File: src/rtl/recip_pkg.sv
package recip_pkg;

  typedef enum logic [1:0] {ST_IDLE, ST_RES, ST_COR, ST_PACK} recip_state_t;

  typedef enum logic [1:0] {CL_NORM, CL_ZERO, CL_INF, CL_NAN} op_class_t;

  // Rounded reciprocal of the midpoint of table interval idx, scaled by 2^seed_w
  function automatic longint seed_of(input int idx, input int idx_w, input int seed_w);
    longint num;
    longint den;
    num = longint'(1) << (seed_w + idx_w + 1);
    den = (longint'(1) << (idx_w + 1)) + 2 * longint'(idx) + 1;
    return (2 * num + den) / (2 * den);
  endfunction

endpackage

File: src/rtl/recip_seed_rom.sv
module recip_seed_rom #(
  parameter int IDX_W  = 7,
  parameter int SEED_W = 12
) (
  input  logic [IDX_W-1:0]  idx,
  output logic [SEED_W-1:0] seed
);
  localparam int DEPTH = 1 << IDX_W;

  logic [SEED_W-1:0] rom [DEPTH];

  for (genvar i = 0; i < DEPTH; i++) begin : g_entry
    assign rom[i] = SEED_W'(recip_pkg::seed_of(i, IDX_W, SEED_W));
  end

  assign seed = rom[idx];
endmodule

File: src/rtl/recip_mul.sv
module recip_mul #(
  parameter int OP_W   = 33,
  parameter int FRAC_W = 30
) (
  input  logic signed [OP_W-1:0] a,
  input  logic signed [OP_W-1:0] b,
  output logic signed [OP_W-1:0] p
);
  localparam int PW = 2 * OP_W;

  logic signed [PW-1:0] a_ext, b_ext, full;

  assign a_ext = PW'(a);
  assign b_ext = PW'(b);
  assign full  = a_ext * b_ext;
  // Rescale back to FRAC_W fractional bits (floor)
  assign p     = OP_W'(full >>> FRAC_W);
endmodule

File: src/rtl/recip_pack.sv
module recip_pack
  import recip_pkg::*;
#(
  parameter int FRAC_W = 30,
  parameter int OP_W   = 33
) (
  input  op_class_t              cls,
  input  logic                   sign,
  input  logic [7:0]             exp_in,
  input  logic                   frac_zero,
  input  logic signed [OP_W-1:0] x,
  output logic [31:0]            res
);
  localparam logic signed [OP_W-1:0] X_LO =
    {{(OP_W-FRAC_W){1'b0}}, 1'b1, {(FRAC_W-1){1'b0}}};
  localparam logic signed [OP_W-1:0] X_HI =
    {{(OP_W-FRAC_W){1'b0}}, {FRAC_W{1'b1}}};
  localparam int SUM_W = FRAC_W + 2;
  localparam logic [SUM_W-1:0] HALF = SUM_W'(1) << (FRAC_W - 25);

  logic signed [OP_W-1:0] x_cl;
  logic [SUM_W-1:0]       sum;
  logic [24:0]            sig;
  logic [22:0]            mant;
  logic                   carry;
  logic                   flush;

  always_comb begin
    if (x < X_LO)      x_cl = X_LO;
    else if (x > X_HI) x_cl = X_HI;
    else               x_cl = x;
  end

  // x_cl in [0.5,1): leading one at bit FRAC_W-1; keep 24 bits, round half up
  assign sum   = SUM_W'(x_cl) + HALF;
  assign sig   = 25'(sum >> (FRAC_W - 24));
  assign carry = sig[24];
  assign mant  = 23'(sig);
  assign flush = (exp_in == 8'd254) || ((exp_in == 8'd253) && !frac_zero);

  always_comb begin
    unique case (cls)
      CL_ZERO: res = {sign, 8'hFF, 23'd0};
      CL_INF:  res = {sign, 31'd0};
      CL_NAN:  res = 32'h7FC0_0000;
      default: begin
        if (flush)          res = {sign, 31'd0};
        else if (frac_zero) res = {sign, 8'(8'd254 - exp_in), 23'd0};
        else                res = {sign, 8'(8'd253 - exp_in) + {7'd0, carry}, mant};
      end
    endcase
  end
endmodule

File: src/rtl/recip_nr_unit.sv
module recip_nr_unit
  import recip_pkg::*;
#(
  parameter int FRAC_W   = 30,
  parameter int IDX_W    = 7,
  parameter int SEED_W   = 12,
  parameter int NR_STEPS = 2
) (
  input  logic        clk,
  input  logic        rst_n,
  input  logic        in_valid,
  output logic        in_ready,
  input  logic [31:0] in_data,
  output logic        out_done,
  output logic [31:0] out_data
);
  localparam int OP_W  = FRAC_W + 3;
  localparam int CNT_W = (NR_STEPS < 2) ? 1 : $clog2(NR_STEPS);
  localparam logic [CNT_W-1:0] LAST_STEP = CNT_W'(NR_STEPS - 1);
  localparam logic signed [OP_W-1:0] ONE =
    {{(OP_W-FRAC_W-1){1'b0}}, 1'b1, {FRAC_W{1'b0}}};

  recip_state_t state_q;
  op_class_t    cls_q, cls_in;
  logic         sign_q, fz_q;
  logic [7:0]   exp_q;
  logic [CNT_W-1:0] step_q;
  logic signed [OP_W-1:0] d_q, x_q, y_q;
  logic signed [OP_W-1:0] mul_a, mul_b, mul_p;
  logic [SEED_W-1:0] seed;
  logic [31:0] packed_res;
  logic [31:0] out_q;
  logic        done_q;

  recip_seed_rom #(.IDX_W(IDX_W), .SEED_W(SEED_W)) u_rom (
    .idx  (in_data[22 -: IDX_W]),
    .seed (seed)
  );

  // One multiplier: residual phase uses d*x, correction phase uses x*y
  always_comb begin
    mul_a = (state_q == ST_COR) ? x_q : d_q;
    mul_b = (state_q == ST_COR) ? y_q : x_q;
  end

  recip_mul #(.OP_W(OP_W), .FRAC_W(FRAC_W)) u_mul (
    .a (mul_a),
    .b (mul_b),
    .p (mul_p)
  );

  recip_pack #(.FRAC_W(FRAC_W), .OP_W(OP_W)) u_pack (
    .cls       (cls_q),
    .sign      (sign_q),
    .exp_in    (exp_q),
    .frac_zero (fz_q),
    .x         (x_q),
    .res       (packed_res)
  );

  always_comb begin
    if (in_data[30:23] == 8'd0)       cls_in = CL_ZERO;
    else if (in_data[30:23] != 8'hFF) cls_in = CL_NORM;
    else if (in_data[22:0] == 23'd0)  cls_in = CL_INF;
    else                              cls_in = CL_NAN;
  end

  always_ff @(posedge clk) begin
    if (!rst_n) begin
      state_q <= ST_IDLE;
      cls_q   <= CL_NORM;
      sign_q  <= 1'b0;
      fz_q    <= 1'b0;
      exp_q   <= 8'd0;
      step_q  <= '0;
      d_q     <= '0;
      x_q     <= '0;
      y_q     <= '0;
      out_q   <= 32'd0;
      done_q  <= 1'b0;
    end else begin
      done_q <= 1'b0;
      unique case (state_q)
        ST_IDLE: begin
          if (in_valid) begin
            cls_q   <= cls_in;
            sign_q  <= in_data[31];
            exp_q   <= in_data[30:23];
            fz_q    <= (in_data[22:0] == 23'd0);
            d_q     <= OP_W'({1'b1, in_data[22:0], {(FRAC_W-23){1'b0}}});
            x_q     <= OP_W'({seed, {(FRAC_W-SEED_W){1'b0}}});
            step_q  <= '0;
            state_q <= ST_RES;
          end
        end
        ST_RES: begin
          y_q     <= ONE - mul_p;
          state_q <= ST_COR;
        end
        ST_COR: begin
          x_q <= x_q + mul_p;
          if (step_q == LAST_STEP) begin
            state_q <= ST_PACK;
          end else begin
            step_q  <= step_q + 1'b1;
            state_q <= ST_RES;
          end
        end
        default: begin
          out_q   <= packed_res;
          done_q  <= 1'b1;
          state_q <= ST_IDLE;
        end
      endcase
    end
  end

  assign in_ready = (state_q == ST_IDLE);
  assign out_done = done_q;
  assign out_data = out_q;
endmodule

File: config.mk
export PLATFORM = sky130hd
export DESIGN_NAME = recip_nr_unit
export DESIGN_NICKNAME = d
export VERILOG_FILES = /design/src/rtl/recip_pkg.sv /design/src/rtl/recip_seed_rom.sv /design/src/rtl/recip_mul.sv /design/src/rtl/recip_pack.sv /design/src/rtl/recip_nr_unit.sv
export SDC_FILE = /design/constraint.sdc
export NUM_CORES = 2
export LEC_CHECK = 0
export CAP_MARGIN = 30
export CORE_MARGIN = 2
export CORE_UTILIZATION = 60
export CTS_CLUSTER_SIZE = 8
export DETAILED_ROUTE_END_ITERATION = 10
export HOLD_SLACK_MARGIN = 0.12
export PLACE_DENSITY = 0.86
export REMOVE_ABC_BUFFERS = 1
export SKIP_CTS_REPAIR_TIMING = 1
export SLEW_MARGIN = 5
export SYNTH_ARGS = -nofsm -noshare
export SYNTH_HDL_FRONTEND = slang
export SYNTH_HIERARCHICAL = 1
export SYNTH_SLANG_ARGS = --single-unit
export TNS_END_PERCENT = 5
File: constraint.sdc
create_clock -name clk -period 10 [get_ports clk]
set_input_delay 2 -clock clk [delete_from_list [all_inputs] [get_ports clk]]
set_output_delay 2 -clock clk [all_outputs]
set_load 0.02 [all_outputs]
# Word-level counts from Yosys, hierarchy flattened
# Memory sizes are Yosys's and may differ from the RTL's.
# Cells that the tools add are included.
# totals
register_bits,138
latchBits,0
ram_bits,0
rom_bits,1536
in_bits,35
output_inout_bits,34
elab_cells,64
mem_count,1
# op_classes
addsub,7
multipliers,1
div,0
n_lt_le_gt_ge,3
eq_ne,9
shifts,0
mux,21
bitwise,1
n_reduce_logical,10
# mem_list
name,depth,width,read_ports,rd_clocked_by_memory_dff,wr,line,rtl
(name not given),128,12,1,0,0,recip_seed_rom.sv:16,assign seed = rom[idx];
# ops
cell,count
$mux W31,4
$mux W33,3
$pmux W32 S3,1
$pmux W33 S2,1
$mul A33 B33 Y63,1
$add A33 B33 Y33,1
$gt A33 B31 Y1 const B,1
$lt A33 B31 Y1 const B,1
$sub A32 B33 Y33 const A,1
$add A31 B6 Y31 const B,1
$mux W12,2
$logic_not A23 Y1,1
$eq A8 B8 Y1 const B,2
$sub A8 B8 Y8 const A,2
$add A8 B1 Y8,1
$ge A8 B8 Y1 const B,1
$logic_not A8 Y1,1
$mux W2,4
$ne A8 B8 Y1 const B,1
$not A7 Y8,1
$eq A2 B2 Y1 const B,3
$pmux W2 S3,1
$eq A2 B1 Y1 const B,2
$mux W1,4
10 further kinds,11

# Depth between registers and ports, before layout
# depth
ltp_word,8
ltp_mapped,45
depth_no_buf,41

# Cells and area by module
# The synthesis kept the hierarchy.
# by_module_without_submodules
module,n_inst,cells_per_inst,area_each_um2,seq_area_each_um2
recip_mul,1,4001,37358.3,0.0
recip_nr_unit,1,1089,7661.1,2762.6
recip_seed_rom,1,290,1858.0,0.0
recip_pack,1,210,1356.3,0.0

# Least setup slack after synthesis
# Ideal clock, no wire load.
# synth_path
path_type,register to register
from,register state_q[0]
to,register y_q[32]
setup_ns,0.130
t_arrival_ns,10.360
required_ns,9.870
slack_ns,-0.489
path_stages_with_launch,41
n_path_buf,5
synth_period_minus_slack_ns,10.489
path_cell_list,dfxtp_1 -> nor2b_1 -> clkbuf_1 -> clkbuf_1 -> clkbuf_1 -> nand2_1 -> nand2_1 -> clkbuf_1 -> nand2_1 -> fa_1 -> fa_1 -> inv_1 -> fa_1 -> inv_1 -> fa_1 -> inv_1 -> fa_1 -> fa_1 -> [... 5 more ...] -> buf_2 -> a21oi_2 -> o21ai_1 -> a41o_1 -> a31oi_1 -> a31oi_1 -> a221o_2 -> nand2_1 -> o31ai_1 -> xor2_1 -> or4_4 -> or4_4 -> or4_4 -> or4_4 -> or3b_4 -> a21oi_2 -> xor2_1 -> o31ai_1
# synth_via
elab_chain_cells,4
elab_cells_between_ends,6
cone_classes,add/sub: 1; mul: 1; eq/ne: 2; mux: 2
# synth_lines
item,line,rtl
from (decl),recip_nr_unit.sv:23,recip_state_t state_q;
from (signal assigned),recip_nr_unit.sv:70,state_q <= ST_IDLE;
from (signal assigned),recip_nr_unit.sv:93,state_q <= ST_RES;
from (signal assigned),recip_nr_unit.sv:98,state_q <= ST_COR;
$eq A2 B2 Y1,recip_nr_unit.sv:43,mul_b = (state_q == ST_COR) ? y_q : x_q;
$mux W33,recip_nr_unit.sv:43,
net mul_b[3],recip_nr_unit.sv:29,"logic signed [OP_W-1:0] mul_a, mul_b, mul_p;"
$mul A33 B33 Y63,recip_mul.sv:15,assign full = a_ext * b_ext;
net mul_p[11],recip_nr_unit.sv:29,
$sub A32 B33 Y33,recip_nr_unit.sv:97,y_q <= ONE - mul_p;
to (signal assigned),recip_nr_unit.sv:97,
to (decl),recip_nr_unit.sv:28,"logic signed [OP_W-1:0] d_q, x_q, y_q;"
# The timed path passes the listed nets, and every way through them passes these cells.
# A chain may end at the register's enable or synchronous reset.

# Worst setup path in the final report
# layout_path
from,register state_q[1]
to,register y_q[32]
# layout_via
elab_chain_cells,4
elab_cells_between_ends,6
cone_classes,add/sub: 1; mul: 1; eq/ne: 2; mux: 2
# layout_lines
item,line,rtl
$eq A2 B2 Y1,recip_nr_unit.sv:42,mul_a = (state_q == ST_COR) ? x_q : d_q;
$mux W33,recip_nr_unit.sv:42,
net mul_a[30],recip_nr_unit.sv:29,
$mul A33 B33 Y63,recip_mul.sv:15,
net mul_p[17],recip_nr_unit.sv:29,
$sub A32 B33 Y33,recip_nr_unit.sv:97,
# The timed path passes the listed nets, and every way through them passes these cells.

==> out/metrics.yaml <==
status: "finished, violations left"
violations: "setup timing"
final_common_cell: "fa_1"
p_int_mw: 2.00
syn_inst: 5590
avgViaCountPerCell: 5.92
final_max_slew_viol_count: 0
placed_cells_incl_taps: 6963
initial_core_util_pct: 60.9
grt_pass1_vias: 44500
place_area_um2: 54100
final_cell_mix: "fa_1, inv_1, nand2_1"
design_area_um2: 55500
htreeDepth: 4
rsz0062_at_grt: "true"
slowest_stage: "fa_1"
p_leak_nw: 28.0
grt-ovfl-total: 0
seqPwrFrac_pct: 16.9
die_h_um: 288
clock_skew_ns: 0.0139
cp-end-kind: "flop"
power.total_mw: 3.72
io_buffers: 68
place_ws_ns: -0.621
cts_made_buffers: 17
setup_violations: 26
tightest_slew_ns: 0.926
irDropWorstVdd_mv: 0.106
synth_edf_count: 0
clockBufferDepth: 2
grt.total_usage_pct: 35.3
synth_flop_cell: "dfxtp_1"
fin_nets: 7349
post_layout_nonfiller_instances: 7006
worstPathMaxFanout: 21
hold_path.class: "reg -> reg"
place_hpwl_um: 119000
worstSkewPairLatency_ns: 0.44
yosysWarnings: 6
ioPinCount: 69
worstSetupPathType: "reg -> reg"
final.fill_count: 5297
cpPeakStageDelay_ns: 0.62
grt_max_degree: 93
vias: 41500
required_ns: 10.30
cts_tree: "yes"
antenna_left: 0
dr.first_iter.drc_count: 4188
num_rows: 103
drive_gt1_share_pct: 13.5
die_w_um: 288
gp_congestion: 1.04
drv_cap: 0
startpoint_type: "flop"
die_area_um2: 82700
power.share.clock_pct: 17.8
power_switching_mw: 1.72
ys_types: 103
hold_viol: 0
core_area_um2: 79300
wl_per_cell_um: 20.7
cp.arrival_ns: 11.00
ys_seq_area_share_pct: 5.73
cts-root-buf: "clkbuf_16"
wl_um: 145000
setup_tns_ns: -11.61
syn_area_um2: 48200
comb_power_share_pct: 65.3
slew_headroom_pct: 38.1
route.detailed.drc: 0
dr.pass1.iters: 8
fin_ws_ns: -0.696
cts.reportedPaths.clkPinSlew_ns: 0.06
max_freq_mhz: 93.5
antenna_found_initial: 3
ys_ff_latch: 138
cts_sinks: 138
power_density_nw_per_um2: 66.9
period_needed_ns: 10.70
cp_common_cell: "fa_1"
grt_pass1_wl_um: 230000
avgSynthCellArea_um2: 8.63
fin_crit_sh_pct: 107
post-route-util_pct: 70.1
async_flop_share_pct: 0
swShare_pct: 46.3
holdWs_ns: 0.457
syn_to_final_growth_pct: 15.1
## flip-flops by register name, indices dropped and copies added (netlist names)
| register | count |
|---|---|
| cls_q | 2 |
| y_q | 33 |
| state_q | 2 |
| step_q | 1 |
| exp_q | 8 |
| sign_q | 1 |
| x_q | 33 |
| out_done | 1 |
| out_data | 32 |
| fz_q | 1 |
| d_q | 24 |
## worst paths after layout
kind / from / end / slack (ns) / cells after the start
max: state_q[1] / y_q[32] / -0.70 / 35
min: out_data[27] / out_data[27] / 0.46 / 2
max reg2reg: state_q[1] / y_q[32] / -0.70 / 35
min reg2reg: out_data[27] / out_data[27] / 0.46 / 2
## cells by family after synthesis
kind of cell	synth area share, %
buffers and inverters	11.1
other	0.00777
xor gates and xnor gates	2.11
adders and majority gates	52.9
muxes	0.472
DFF	5.73
AOI/OAI and AO/OA	8.07
and+or+nand+nor	19.6
## critical path, delay by kind of cell (launching register included)
| kind | cells | cell delay [ns] |
|---|---|---|
| adder cells (fa/ha/maj) | 9 | 4.68 |
| AND/OR/NAND/NOR | 10 | 3.08 |
| buffers and inverters | 8 | 1.13 |
| AO/OA/AOI/OAI | 6 | 0.96 |
| flip-flops | 1 | 0.35 |
| XOR/XNOR | 2 | 0.34 |
## synthesized netlist by cell type, types with 31 or more instances
library cell | number | area share [%]
a21o_1 | 45 | 0.70
a21oi_1 | 229 | 2.4
and2_1 | 550 | 7.1
clkbuf_1 | 285 | 2.2
dfxtp_1 | 138 | 5.7
fa_1 | 1113 | 46
ha_1 | 260 | 6.7
inv_1 | 1082 | 8.4
nand2_1 | 987 | 7.7
nand2b_1 | 32 | 0.42
nand3_1 | 54 | 0.56
nand4_1 | 31 | 0.40
nor2_1 | 112 | 0.87
nor2b_1 | 40 | 0.52
nor3_1 | 33 | 0.34
o21ai_0 | 91 | 0.94
xnor2_1 | 78 | 1.4
xor2_1 | 38 | 0.69
## per-layer routing
metal	GRT usage (%)	up-vias	share of wire (%)
li1	-	17600	-
met1	42.9	20700	35
met2	60.3	2528	49
met3	6.77	685	10
met4	17.2	2	6.6
met5	0	-	0.0090
## cell type report
class | instances | area [um^2] | share of cell area, %
tap | 1050 | 1310 | 2.37
sequential | 138 | 2770 | 4.98
clock buffer | 19 | 453 | 0.816
antenna | 2 | 5.00 | 0.00901
timing repair buffer | 654 | 5950 | 10.7
multi-input combinational | 4044 | 40800 | 73.5
inverter | 1086 | 4080 | 7.34
clock inverter | 13 | 154 | 0.277
## power groups by stage
stage | combinational, mW | clock, mW | sequential, mW
after global routing | 2.59 | 0.683 | 0.629
after detailed placement | 2.23 | 0 | 0.635
after floorplan | 1.18 | 0 | 0.629
after CTS | 2.26 | 0.658 | 0.624
final | 2.43 | 0.662 | 0.629
after global placement | 2.16 | 0 | 0.635
(Power assumes the default switching activity.)
